<file path="src/rtl/pps_pkg.sv">
// Shared stage encoding and line-to-stage mapping for the panel power-up
// sequencer. Assumes the stage order is fixed and never reconfigured.
package pps_pkg;

    typedef enum logic [2:0] {
        ST_START = 3'd0,
        ST_PANEL = 3'd1,
        ST_LVDS  = 3'd2,
        ST_BLVDD = 3'd3,
        ST_PWM   = 3'd4,
        ST_BLEN  = 3'd5,
        ST_DONE  = 3'd6
    } pps_stage_e;

    localparam int NUM_LINES = 4;   // optional enable lines
    localparam int NUM_TIMED = 4;   // stages followed by a settling time

    // Stage at which optional line k is driven high.
    function automatic pps_stage_e line_stage(input int k);
        if (k == NUM_LINES - 1)
            return ST_BLEN;
        return pps_stage_e'(3'(k + 1));
    endfunction

endpackage

</file>
<file path="src/rtl/pps_delay_timer.sv">
// Settling-time down counter. Loaded with a tick count when a stage fires,
// decremented on each microsecond tick, reports zero when expired.
// Assumes load and tick never need to act in the same cycle (load wins).
module pps_delay_timer #(
    parameter int CNT_W = 18
) (
    input  logic             clk,
    input  logic             rst_n,
    input  logic             load,
    input  logic [CNT_W-1:0] load_val,
    input  logic             tick,
    output logic             expired
);

    logic [CNT_W-1:0] remain;

    // Hold the remaining tick count of the current settling window.
    always_ff @(posedge clk) begin
        if (!rst_n)
            remain <= '0;
        else if (load)
            remain <= load_val;
        else if (tick && (remain != '0))
            remain <= remain - 1'b1;
    end

    // Window is over once the count has reached zero.
    always_comb expired = (remain == '0);

endmodule

</file>
<file path="src/rtl/pps_stage_ctrl.sv">
// Stage register and fire decision. The start stage fires on any request;
// later stages fire on a request once the settling timer has expired.
// Also selects the settling time to load after the stage now firing.
module pps_stage_ctrl
    import pps_pkg::*;
#(
    parameter int DLY_W     = 8,
    parameter int US_PER_MS = 1000,
    parameter int CNT_W     = 18
) (
    input  logic                       clk,
    input  logic                       rst_n,
    input  logic                       req,
    input  logic                       timer_expired,
    input  logic [NUM_TIMED*DLY_W-1:0] dly_ms,
    output logic                       fire,
    output pps_stage_e                 stage,
    output logic [CNT_W-1:0]           load_val
);

    localparam logic [CNT_W-1:0] TICKS_PER_MS = CNT_W'(US_PER_MS);

    logic [1:0]       dly_idx;
    logic [DLY_W-1:0] dly_sel;

    // Decide whether the current stage executes at this edge.
    always_comb begin
        if (stage == ST_START)
            fire = req;
        else if (stage == ST_DONE)
            fire = 1'b0;
        else
            fire = req && timer_expired;
    end

    // Pick the millisecond field matching the stage that is firing.
    always_comb begin
        dly_idx  = stage[1:0];
        dly_sel  = dly_ms[dly_idx*DLY_W +: DLY_W];
        load_val = '0;
        if (stage <= ST_BLVDD)
            load_val = CNT_W'(dly_sel) * TICKS_PER_MS;
    end

    // Step to the following stage whenever the current one fires.
    always_ff @(posedge clk) begin
        if (!rst_n)
            stage <= ST_START;
        else if (fire)
            stage <= pps_stage_e'(stage + 3'd1);
    end

endmodule

</file>
<file path="src/rtl/pps_out_drv.sv">
// Output register bank. Turns the firing stage into level enables, the two
// single-cycle strobes and the done flag. Absent lines are never raised.
module pps_out_drv
    import pps_pkg::*;
(
    input  logic                 clk,
    input  logic                 rst_n,
    input  logic                 fire,
    input  pps_stage_e           stage,
    input  logic [NUM_LINES-1:0] line_present,
    output logic [NUM_LINES-1:0] line_on,
    output logic                 mux_pulse,
    output logic                 pwm_pulse,
    output logic                 done
);

    // Strobes last one cycle; done latches on the last enable stage.
    always_ff @(posedge clk) begin
        if (!rst_n) begin
            mux_pulse <= 1'b0;
            pwm_pulse <= 1'b0;
            done      <= 1'b0;
        end else begin
            mux_pulse <= fire && (stage == ST_START);
            pwm_pulse <= fire && (stage == ST_PWM);
            if (fire && (stage == ST_BLEN))
                done <= 1'b1;
        end
    end

    for (genvar k = 0; k < NUM_LINES; k++) begin : g_line
        // Raise line k at its stage if the board has it; hold until reset.
        always_ff @(posedge clk) begin
            if (!rst_n)
                line_on[k] <= 1'b0;
            else if (fire && (stage == line_stage(k)) && line_present[k])
                line_on[k] <= 1'b1;
        end
    end

endmodule

</file>
<file path="src/rtl/panel_pwrup_seq.sv">
// Panel power-up sequencer top. Joins the stage controller, settling timer
// and output bank. Assumes us_tick is a one-cycle pulse per microsecond and
// that dly_ms/line_present are stable while the sequence runs.
module panel_pwrup_seq
    import pps_pkg::*;
#(
    parameter int          DLY_W       = 8,
    parameter int          US_PER_MS   = 1000,
    parameter int          FREQ_W      = 16,
    parameter int          DUTY_W      = 8,
    parameter int          DIV_W       = 4,
    parameter int          PWM_FREQ_HZ = 32768,
    parameter int          PWM_DUTY    = 8'hDF,
    parameter int          PWM_DIV     = 1
) (
    input  logic                   clk,
    input  logic                   rst_n,
    input  logic                   adv_req,
    input  logic                   run_all,
    input  logic                   us_tick,
    input  logic [4*DLY_W-1:0]     dly_ms,
    input  logic [3:0]             line_present,
    output logic                   mux_sel_pulse,
    output logic                   panel_vdd_en,
    output logic                   lvds_en,
    output logic                   bl_vdd_en,
    output logic                   pwm_start,
    output logic [FREQ_W-1:0]      pwm_freq_hz,
    output logic [DUTY_W-1:0]      pwm_duty,
    output logic [DIV_W-1:0]       pwm_div,
    output logic                   bl_en,
    output logic                   seq_done
);

    localparam int CNT_W = DLY_W + $clog2(US_PER_MS);

    logic                 req;
    logic                 fire;
    logic                 timer_expired;
    pps_stage_e           stage;
    logic [CNT_W-1:0]     load_val;
    logic [NUM_LINES-1:0] line_on;

    // Either input style counts as a request to advance.
    always_comb req = adv_req || run_all;

    pps_stage_ctrl #(
        .DLY_W     (DLY_W),
        .US_PER_MS (US_PER_MS),
        .CNT_W     (CNT_W)
    ) u_ctrl (
        .clk           (clk),
        .rst_n         (rst_n),
        .req           (req),
        .timer_expired (timer_expired),
        .dly_ms        (dly_ms),
        .fire          (fire),
        .stage         (stage),
        .load_val      (load_val)
    );

    pps_delay_timer #(
        .CNT_W (CNT_W)
    ) u_timer (
        .clk      (clk),
        .rst_n    (rst_n),
        .load     (fire),
        .load_val (load_val),
        .tick     (us_tick),
        .expired  (timer_expired)
    );

    pps_out_drv u_out (
        .clk          (clk),
        .rst_n        (rst_n),
        .fire         (fire),
        .stage        (stage),
        .line_present (line_present),
        .line_on      (line_on),
        .mux_pulse    (mux_sel_pulse),
        .pwm_pulse    (pwm_start),
        .done         (seq_done)
    );

    // Map the generic line bank onto named enables.
    always_comb begin
        panel_vdd_en = line_on[0];
        lvds_en      = line_on[1];
        bl_vdd_en    = line_on[2];
        bl_en        = line_on[3];
    end

    // Fixed PWM request presented alongside the start strobe.
    always_comb begin
        pwm_freq_hz = FREQ_W'(PWM_FREQ_HZ);
        pwm_duty    = DUTY_W'(PWM_DUTY);
        pwm_div     = DIV_W'(PWM_DIV);
    end

endmodule

</file>
<file path="config.mk">
export PLATFORM = sky130hd
export DESIGN_NAME = panel_pwrup_seq
export DESIGN_NICKNAME = d
export VERILOG_FILES = /design/src/rtl/pps_pkg.sv /design/src/rtl/pps_delay_timer.sv /design/src/rtl/pps_stage_ctrl.sv /design/src/rtl/pps_out_drv.sv /design/src/rtl/panel_pwrup_seq.sv
export SDC_FILE = /design/constraint.sdc
export NUM_CORES = 1
export LEC_CHECK = 0
export ABC_AREA = 1
export BUFFER_PORTS_ARGS = -buffer_cell sky130_fd_sc_hd__buf_2
export CAP_MARGIN = 15
export CORE_MARGIN = 1
export CORE_UTILIZATION = 35
export CTS_BUF_LIST = sky130_fd_sc_hd__clkbuf_8
export DETAILED_ROUTE_END_ITERATION = 10
export GPL_TIMING_DRIVEN = 0
export PLACE_DENSITY = 0.66
export SYNTH_ARGS = -nofsm -noshare
export SYNTH_HDL_FRONTEND = slang
export SYNTH_SLANG_ARGS = --single-unit
</file>
<file path="constraint.sdc">
create_clock -name clk -period 7.6 [get_ports clk]
set_input_delay 0.76 -clock clk [delete_from_list [all_inputs] [get_ports clk]]
set_output_delay 0.76 -clock clk [all_outputs]
set_load 0.005 [all_outputs]
</file>
# Word level (Yosys, flattened, before mapping)
# Cells that the tools add are included.
[classes]
n_addsub = 2
mul = 1
div_mod_pow = 0
order_cmp = 1
eq_ne = 6
n_shift = 1
n_mux = 5
bitwise_logic = 0
reduce_logical = 17
[op_table]
columns = ["operator", "count"]
rows = [
  ["$mux W18", 3],
  ["$shiftx A32 B6 Y8", 1],
  ["$logic_not A18 Y1", 1],
  ["$reduce_bool A18 Y1", 1],
  ["$sub A18 B1 Y18 const B", 1],
  ["$mul A8 B7 Y15 const B", 1],
  ["$logic_and A1 B1 Y1", 12],
  ["$eq A3 B3 Y1 const B", 3],
  ["$eq A3 B2 Y1 const B", 2],
  ["$add A3 B1 Y3 const B", 1],
  ["$eq A3 B1 Y1 const B", 1],
  ["$le A3 B2 Y1 const B", 1],
  ["$logic_not A3 Y1", 1],
  ["$mux W1", 2],
  ["$reduce_bool A2 Y1", 1],
  ["$logic_or A1 B1 Y1", 1],
]
[totals]
register_bits = 28
latch_bits = 0
mem_bits_rw = 0
romBits = 0
in_bits = 41
out_inout_bits = 35
elab_cells = 42
memories = 0

# Longest topological paths before layout
# Gate-level depths: netlist of the first run.
[depth]
word_depth = 6
ltp_mapped = 24
ltp_nobuf = 22

# Hierarchy
# From an unflattened synthesis of the first run, not the netlist that was laid out.
[hier_totals]
hier_cells = 599
area_unflattened_um2 = 3980.1
[by_module_without_submodules]
columns = ["mod", "instances", "cells_each", "area_each_um2", "seq_area_each_um2"]
rows = [
  ["pps_stage_ctrl", 1, 308, 2165.8, 60.1],
  ["pps_delay_timer", 1, 219, 1288.7, 360.3],
  ["pps_out_drv", 1, 39, 296.5, 140.1],
  ["panel_pwrup_seq", 1, 33, 229.0, 0.0],
]

# Least setup slack after synthesis of the first run
# No wires, ideal clock.
[synth_path]
kind = "reg-to-reg"
from = "register u_ctrl.stage[0]"
to = "register u_timer.remain[10]"
setup_ps = 115
t_arrival_ps = 4609
required_time_ps = 7485
setup_slack_ps = 2876
path_stages_with_launch = 20
path_buffers = 2
synth_period_minus_slack_ps = 4724
cell_sequence = "dfxtp_1 > clkbuf_1 > clkbuf_1 > nand2_1 > a32oi_1 > fa_1 > xor2_1 > ha_1 > inv_1 > fa_1 > fa_1 > inv_1 > ha_1 > nand2_1 > nand3_1 > or2_2 > nand3_1 > nor2_1 > nor2_1 > nor2_1"
[synth_between]
elab_chain_len = 4
word_cells_on_any_way = 10
cone_classes = "mul (1); order compare (1); eq/ne (1); shift (1); mux (4); reduce/logical (2)"
[synth_rtl]
columns = ["element", "line", "text"]
rows = [
  ["start: declaration", "pps_stage_ctrl.sv:17", "output pps_stage_e stage,"],
  ["start signal: assignment", "pps_stage_ctrl.sv:50", "stage <= pps_stage_e'(stage + 3'd1);"],
  ["$shiftx A32 B6 Y8 or $eq A3 B3 Y1 (tied branches)", "pps_stage_ctrl.sv:39, pps_stage_ctrl.sv:30", ""],
  ["$mul A8 B7 Y15 or $mux W1 (tied branches)", "pps_stage_ctrl.sv:42, pps_stage_ctrl.sv:30", ""],
  ["$mux W18 or $mux W1 (tied branches)", "pps_stage_ctrl.sv:41, pps_stage_ctrl.sv:28", ""],
  ["$mux W18 or $reduce_bool A2 Y1 (tied branches)", "-", ""],
  ["end signal: assignment", "pps_delay_timer.sv:22", "remain <= load_val;"],
  ["end signal: assignment", "pps_delay_timer.sv:24", "remain <= remain - 1'b1;"],
  ["end: declaration", "pps_delay_timer.sv:15", "logic [CNT_W-1:0] remain;"],
]
# Several ways; a longest one is shown, not always the timed one.
# A chain may end at the register's enable or synchronous reset.

# Final worst setup path of the first run
[layout_path]
from = "register u_ctrl.stage[0]"
to = "register u_timer.remain[12]"
# The elaborated chain is that of the path after synthesis.

==> metrics.txt, run 1 <==
FF-to-FF End=u_timer.remain[12]$_SDFFE_PN0P_; Yosys Warn Count=0; Slew @ Worst Pin=947 ps; hold crit path type=flop to flop; Starting Density=36.2%; H-tree levels=1; largest stage delay on the critical path=700 ps; fin crit share=72.0%; total iterations of the first detailed-routing run=5; FF-to-FF setup slack=2130 ps; leading cell type in the layout, fill and taps excluded=nand2_1; drt total wl=9290 um; postcts setup bufs=0; hold path cells=2; Placer Congestion=0.841; area of the mapped netlist=3960 um2; DRC=0; Final min period=5470 ps; Setup TNS Final=0 ps; Max clock buf depth=2; RSZ-0062 raised after global routing=no; CTS Hold Bufs=0; row cnt=38; Reg clk slew, reported paths=110 ps; TritonCTS clock tree=built; CP Data Required Time=7830 ps; Max FO, Critical Path=10; DRT antenna net count=0; GRT overflow=0; CP arrival=5710 ps; number of DRC markers in iteration 0=207; I/O pin cnt=76; status=completed; Slew Limit Fails=0; die span in y=108 um; Slew HR=36.9%; number of buffers created by CTS=3; Crit path top cell by count=nand2_1; share of cells above drive strength 1=16.7%; # setup viols final=0; DIE AREA=11700 um2; via count=3745; Crit path max-delay family=adder cells; Die Wd=108 um; crit-path cells=clkbuf_1 > clkbuf_1 > nand2_1 > a32oi_1 > fa_1 > xor2_1 > ha_1 > inv_1 > fa_1 > fa_1 > inv_1 > ha_1 > nand2_1 > nand3_1 > nand2_1 > nand2_1 > nand2_1 > nand3_1 > nor2_1 > nor2_1 > nor2_1; Antenna Cells=0; Port Buffers=47; initial antenna violation count=0; mean post-synth cell area=6.73 um2; r2r startpoint=u_ctrl.stage[0]$_SDFFE_PN0N_; Final #Nets=772; first-pass GRT wire length=15700 um; Routed WL per cell=11.5 um; Worst setup EP type=flop; CTS root buffer=clkbuf_8; max cap viols=0; number of cells on the worst reg-to-reg path=21; vias in the first global route=3487; Crit-path slowest cell=a32oi_1; skew final=6.01 ps; number of vias per cell=4.65; Fmax achieved=183 MHz; Final Hold Viols=0; # clock sinks=28; core region area=10900 um2; most frequent cells in the layout=139 x nand2_1, 89 x inv_1, 75 x nor2_1; gr usage total=16.7%; post-synthesis register bit count=28; Min-Delay Endpoint=u_out.line_on[0]$_SDFFE_PN0P_; CP startpoint kind=flop; hold path start=u_out.line_on[0]$_SDFFE_PN0P_; library cells used by synthesis=36; post-synthesis sequential area ratio=14.2%; crit path kind=flop to flop; crit path buf inv count=4; HPWL after DPL=7940 um; post_cts resized=0; Gate Count Post-Synth=588; worst skew pair latency=280 ps; area delta synth->final=14.6%; largest net degree at the start of global routing=17
[metrics by stage]
stage	util (%)	instance area [um2]	worst slack [ps]	instances	hold WS (ps)
finish	41.5	4540	2130	805	458
CTS	41.5	4540	2160	805	463
floorplan	-	4060	2880	614	447
global placement	40.9	4470	2230	801	436
detailed placement	40.9	4470	2190	801	446
global route	41.5	4540	1800	805	475
[layout make-up]
type / instances / area [um2]
Fill cell: 1166 / 6400
Multi-Input combinational cell: 454 / 2860
Sequential cell: 28 / 561
Inverter: 90 / 338
Buffer: 42 / 303
Timing Repair Buffer: 47 / 235
Tap cell: 140 / 175
Clock buffer: 3 / 41.3
Clock inverter: 1 / 30.0
[routing by layer]
layer	track usage [%]	part of all wire, %	vias up
li1	-	-	1953
met5	0	0	-
met1	21.8	46	1702
met2	30.1	50	81
met3	1.02	3.8	9
met4	3.19	1.0	0
[worst max-delay path by stage]
stage                                       startpoint                               to  slack, ps  depth (start not counted)
final                     u_ctrl.stage[0]$_SDFFE_PN0N_  u_timer.remain[12]$_SDFFE_PN0P_       2130                         21
after global routing      u_ctrl.stage[0]$_SDFFE_PN0N_  u_timer.remain[12]$_SDFFE_PN0P_       1800                         21
after CTS                 u_ctrl.stage[0]$_SDFFE_PN0N_  u_timer.remain[12]$_SDFFE_PN0P_       2160                         21
after detailed placement  u_ctrl.stage[0]$_SDFFE_PN0N_  u_timer.remain[12]$_SDFFE_PN0P_       2190                         21
after global placement    u_ctrl.stage[0]$_SDFFE_PN0N_  u_timer.remain[12]$_SDFFE_PN0P_       2230                         21
after floorplan           u_ctrl.stage[0]$_SDFFE_PN0N_  u_timer.remain[10]$_SDFFE_PN0P_       2880                         19
[state kept, by name, summed over array words and instances, names as in the netlist]
name             cells
u_timer.remain      18
u_out.line_on        4
u_ctrl.stage         3
u_out.done           1
u_out.mux_pulse      1
u_out.pwm_pulse      1
[worst min-delay path: stages, from the launching register on]
cell and delay, ps:
dfxtp_1 320, inv_1 40, a21oi_1 50
[kinds of logic (layout without fill, tap and decap cells)]
group	count (synthesis)	in the layout	share of synthesized area, %
AO/OA/AOI/OAI	60	60	9.42
XOR/XNOR	10	10	2.21
adder cells (fa/ha/maj)	65	65	24.5
buffers and inverters	132	183	16.2
flip-flops	28	28	14.2
other	2	28	0.190
AND/OR/NAND/NOR	291	291	33.3
[synth_stat cells]
cell type	count	area share, %
a32oi_1	7	1.5
or2_2	3	0.47
nand2_2	3	0.47
nor2_4	3	0.85
o21ai_2	1	0.22
xnor2_1	4	0.88
inv_2	1	0.095
buf_1	1	0.095
nand3_4	2	0.88
inv_1	89	8.4
ha_1	44	14
nand4_1	5	0.79
buf_2	2	0.25
o21ai_0	8	1.0
nand2_1	139	13
o31ai_2	1	0.32
nor2_1	75	7.1
conb_1	2	0.19
nor2_2	7	1.1
o22ai_1	2	0.32
nand4_2	1	0.32
nand3_1	35	4.4
dfxtp_1	28	14
o21bai_1	13	2.5
buf_6	4	1.1
nand3b_1	13	2.5
nor4_2	1	0.32
xor2_1	6	1.3
fa_1	21	11
buf_4	30	5.7
nor3b_1	1	0.19
a21oi_1	27	3.4
clkbuf_1	5	0.47
o21ai_1	1	0.13
nor2_8	1	0.51
nor3_1	2	0.25
Power of run 1 is left out: the tool's default activity adds up to more than one toggle a clock period on the data nets, which glitch-free logic cannot reach.
==> run 2: changes to the inputs <==
Settings changed: ABC_AREA 1 to 0, PLACE_DENSITY 0.66 to 0.69.
Clock period 7.6 ns to 4.93 ns, I/O delays scaled along.
==> run 2 against run 1 <==
Against the previous run: routed wire length down 23%; first-iteration DRC count down 66%; clock-buffer cell count unchanged; design area down 9.8%; via count down 27%; hold slack worse by 21 ps; final cell count down 28%; critical path depth down 5; die area down 14%; highest routed layer unchanged.
==> metrics.txt, run 2 <==
FF-to-FF setup slack=170 ps (-1950 ps); post-synthesis sequential area ratio=16.5% (+2.4 points); FF-to-FF End=u_timer.remain[14]$_SDFFE_PN0P_; fin crit share=96.5% (+24 points); Worst setup EP type=flop; fillers=927 (-20%); WL met2=3580 um (-22%); area delta synth->final=20.6%; worst skew pair latency=280 ps (about the same); Setup TNS Final=0 ps (unchanged); DRT antenna net count=0 (unchanged); Yosys top cell area share=16.5% (+2.4 points); Antenna Cells=0 (unchanged); XOR/XNOR share of the synthesized area=5.16% (+2.9 points); Slew Limit Fails=0 (unchanged); share of cells above drive strength 1=29.6% (+13 points); Fmax achieved=210 MHz (+15%); most common cell in the netlist=inv_1; Gate Count Post-Synth=363 (-38%); Placer Congestion=0.841 (about the same); multiplexer share of the synthesized area=6.85% (+6.9 points); post-synth top area cell=dfxtp_1; row cnt=35 (-7.9%); most frequent cells in the layout=47 x buf_2, 42 x inv_1, 42 x ha_1; Final min period=4760 ps (-718 ps); CP arrival=4940 ps (-770 ps); DRC=0 (unchanged); Starting Density=36.4% (+0.19 points); H-tree levels=1 (unchanged); Slew HR=58.5% (+22 points); Slew @ Worst Pin=621 ps (-326 ps); vias in the first global route=2708 (-22%); DIE AREA=10100 um2 (-14%); Reg clk slew, reported paths=100 ps (about the same); total iterations of the first detailed-routing run=4 (-1); synth cell count leaders=45 x inv_1, 44 x ha_1, 28 x buf_4, 28 x dfxtp_1, 25 x nor2_1; status=completed; max FFs per register=18 (unchanged); mean post-synth cell area=9.35 um2 (+39%); DR WL met3=218 um (-39%); hold crit path type=input port to flop; CP startpoint kind=flop; post-synthesis adder-cell area fraction=28.6% (+4.1 points); Final Hold Viols=0 (unchanged); first-pass GRT wire length=12100 um (-23%); CP Data Required Time=5120 ps (-2710 ps); post-synthesis register bit count=28 (unchanged); Post-synth EDFFs=0 (unchanged); simple-gate area share of the yosys netlist=15.6% (-18 points); hold path start=line_present[3]; number of vias per cell=4.76 (+2.3%); Routed WL per cell=12.4 um (+7.0%); Largest regs=u_timer.remain x18, u_out.line_on x4, u_ctrl.stage x3; Die Wd=101 um (-7.3%); GRT overflow=0 (unchanged); leading cell type in the layout, fill and taps excluded=buf_2; initial antenna violation count=0 (unchanged); number of buffers created by CTS=3 (unchanged); Max clock buf depth=2 (unchanged); I/O pin cnt=76 (unchanged); Reg with most FFs=u_timer.remain; most common flop cell mapped by yosys=dfxtp_1; die span in y=101 um (-7.3%); Final #Nets=556 (-28%); via count=2750 (-27%); skew final=5.17 ps (-0.837 ps); worst hold margin=437 ps (-21.4 ps); M1 WL=3300 um (-22%); Top Layer Used=met4; crit path kind=flop to flop; Yosys Warn Count=0 (unchanged); largest net degree at the start of global routing=17 (unchanged); Max FO, Critical Path=5 (-5); drt total wl=7140 um (-23%); hold path cells=3 (+1); r2r startpoint=u_ctrl.stage[0]$_SDFFE_PN0N_; TritonCTS clock tree=built; CTS root buffer=clkbuf_8; Min-Delay Endpoint=u_out.line_on[3]$_SDFFE_PN0P_; main combinational cell family by area after synthesis=adder cells; Port Buffers=46 (-2.1%); largest cells by area after synthesis=dfxtp_1 17%, ha_1 16%, fa_1 12%; Synth Area in Compound Gates=14.1% (+4.7 points); HPWL after DPL=5790 um (-27%); max cap viols=0 (unchanged); library cells used by synthesis=63 (+75%); area of the mapped netlist=3400 um2 (-14%); core region area=9330 um2 (-15%); number of cells on the worst reg-to-reg path=16 (-24%); gr usage total=14.7% (-1.9 points); # setup viols final=0 (unchanged); # clock sinks=28 (unchanged); number of DRC markers in iteration 0=70 (-66%); Synth async-reset ratio=0% (unchanged)
==> run 2: cell types whose count changed after synthesis, sizes merged, moves of 11 or more <==
cell,delta
inv,-45
nand2,-133
nand3,-28
nand3b,-13
nor2,-60
o21bai,-11
==> run 2: cells by family (layout without fill, tap and decap cells) <==
group,after synthesis,count (layout)
AOI/OAI and AO/OA,67,67
xor gates and xnor gates,20,20
adders and majority gates,65,65
buffers and inverters,81,141
DFF,28,28
muxes,12,12
other,2,28
and+or+nand+nor,88,88
==> run 2: layout make-up <==
cell class / count / area (um2) / share of cell area [%]
multi-input cells: 280 / 2520 / 61.6
flip-flops and latches: 28 / 564 / 13.8
repair buffers: 56 / 318 / 7.76
plain buffers: 36 / 282 / 6.88
inverters: 45 / 176 / 4.31
well taps: 129 / 161 / 3.94
clock buffers: 3 / 41.3 / 1.01
clock inverters: 1 / 30.0 / 0.733
==> run 2: worst max-delay path by stage <==
stage | startpoint | to | slack [ps] | cells past startpoint
after global routing | u_ctrl.stage[0]$_SDFFE_PN0N_ | u_timer.remain[15]$_SDFFE_PN0P_ | -9 | 16
after global placement | u_ctrl.stage[0]$_SDFFE_PN0N_ | u_timer.remain[14]$_SDFFE_PN0P_ | -160 | 16
after detailed placement | u_ctrl.stage[1]$_SDFFE_PN0N_ | u_timer.remain[14]$_SDFFE_PN0P_ | -290 | 16
after floorplan | u_ctrl.stage[0]$_SDFFE_PN0N_ | u_timer.remain[14]$_SDFFE_PN0P_ | 80 | 16
after CTS | u_ctrl.stage[0]$_SDFFE_PN0N_ | u_timer.remain[14]$_SDFFE_PN0P_ | 30 | 16
final | u_ctrl.stage[0]$_SDFFE_PN0N_ | u_timer.remain[14]$_SDFFE_PN0P_ | 170 | 16
==> run 2: metrics by stage <==
stage	setup slack (ps)	util, %	cells	area, um2
floorplan	79.5	-	389	3490
global placement	-163	41.6	564	3880
detailed placement	-289	41.6	564	3880
CTS	31.4	43.1	573	4020
global route	-8.89	43.9	578	4090
finish	174	43.9	578	4090
==> run 2: timing repair <==
| action | in CTS | in global routing |
|---|---|---|
| pin swaps | 0 | 1 |
| hold endpoints to repair | 0 | 0 |
| buffers inserted | 5 | 5 |
| resized for setup | 5 | 11 |
| hold buffers | 0 | 0 |
| endpoints found under the setup margin | 7 | 5 |
==> run 2: worst max-delay path, cell delays in order (launching register included) <==
cell and delay [ps]:
dfxtp_4 380, buf_6 130, mux4_2 590, fa_1 530
xor2_1 180, ha_1 280, inv_1 60, fa_1 500
fa_1 530, inv_1 70, ha_4 250, o21a_1 160
o31a_1 140, or2_1 240, a41o_1 220, xor2_1 140
a41o_2 260
==> run 2: routing by layer <==
| layer | vias to the layer above | GRT usage, % |
|---|---|---|
| met5 | - | 0 |
| met4 | 0 | 2.56 |
| met3 | 6 | 1.73 |
| met2 | 61 | 26.9 |
| met1 | 1301 | 18.7 |
| li1 | 1382 | - |
Power of run 2 is left out for the same reason.
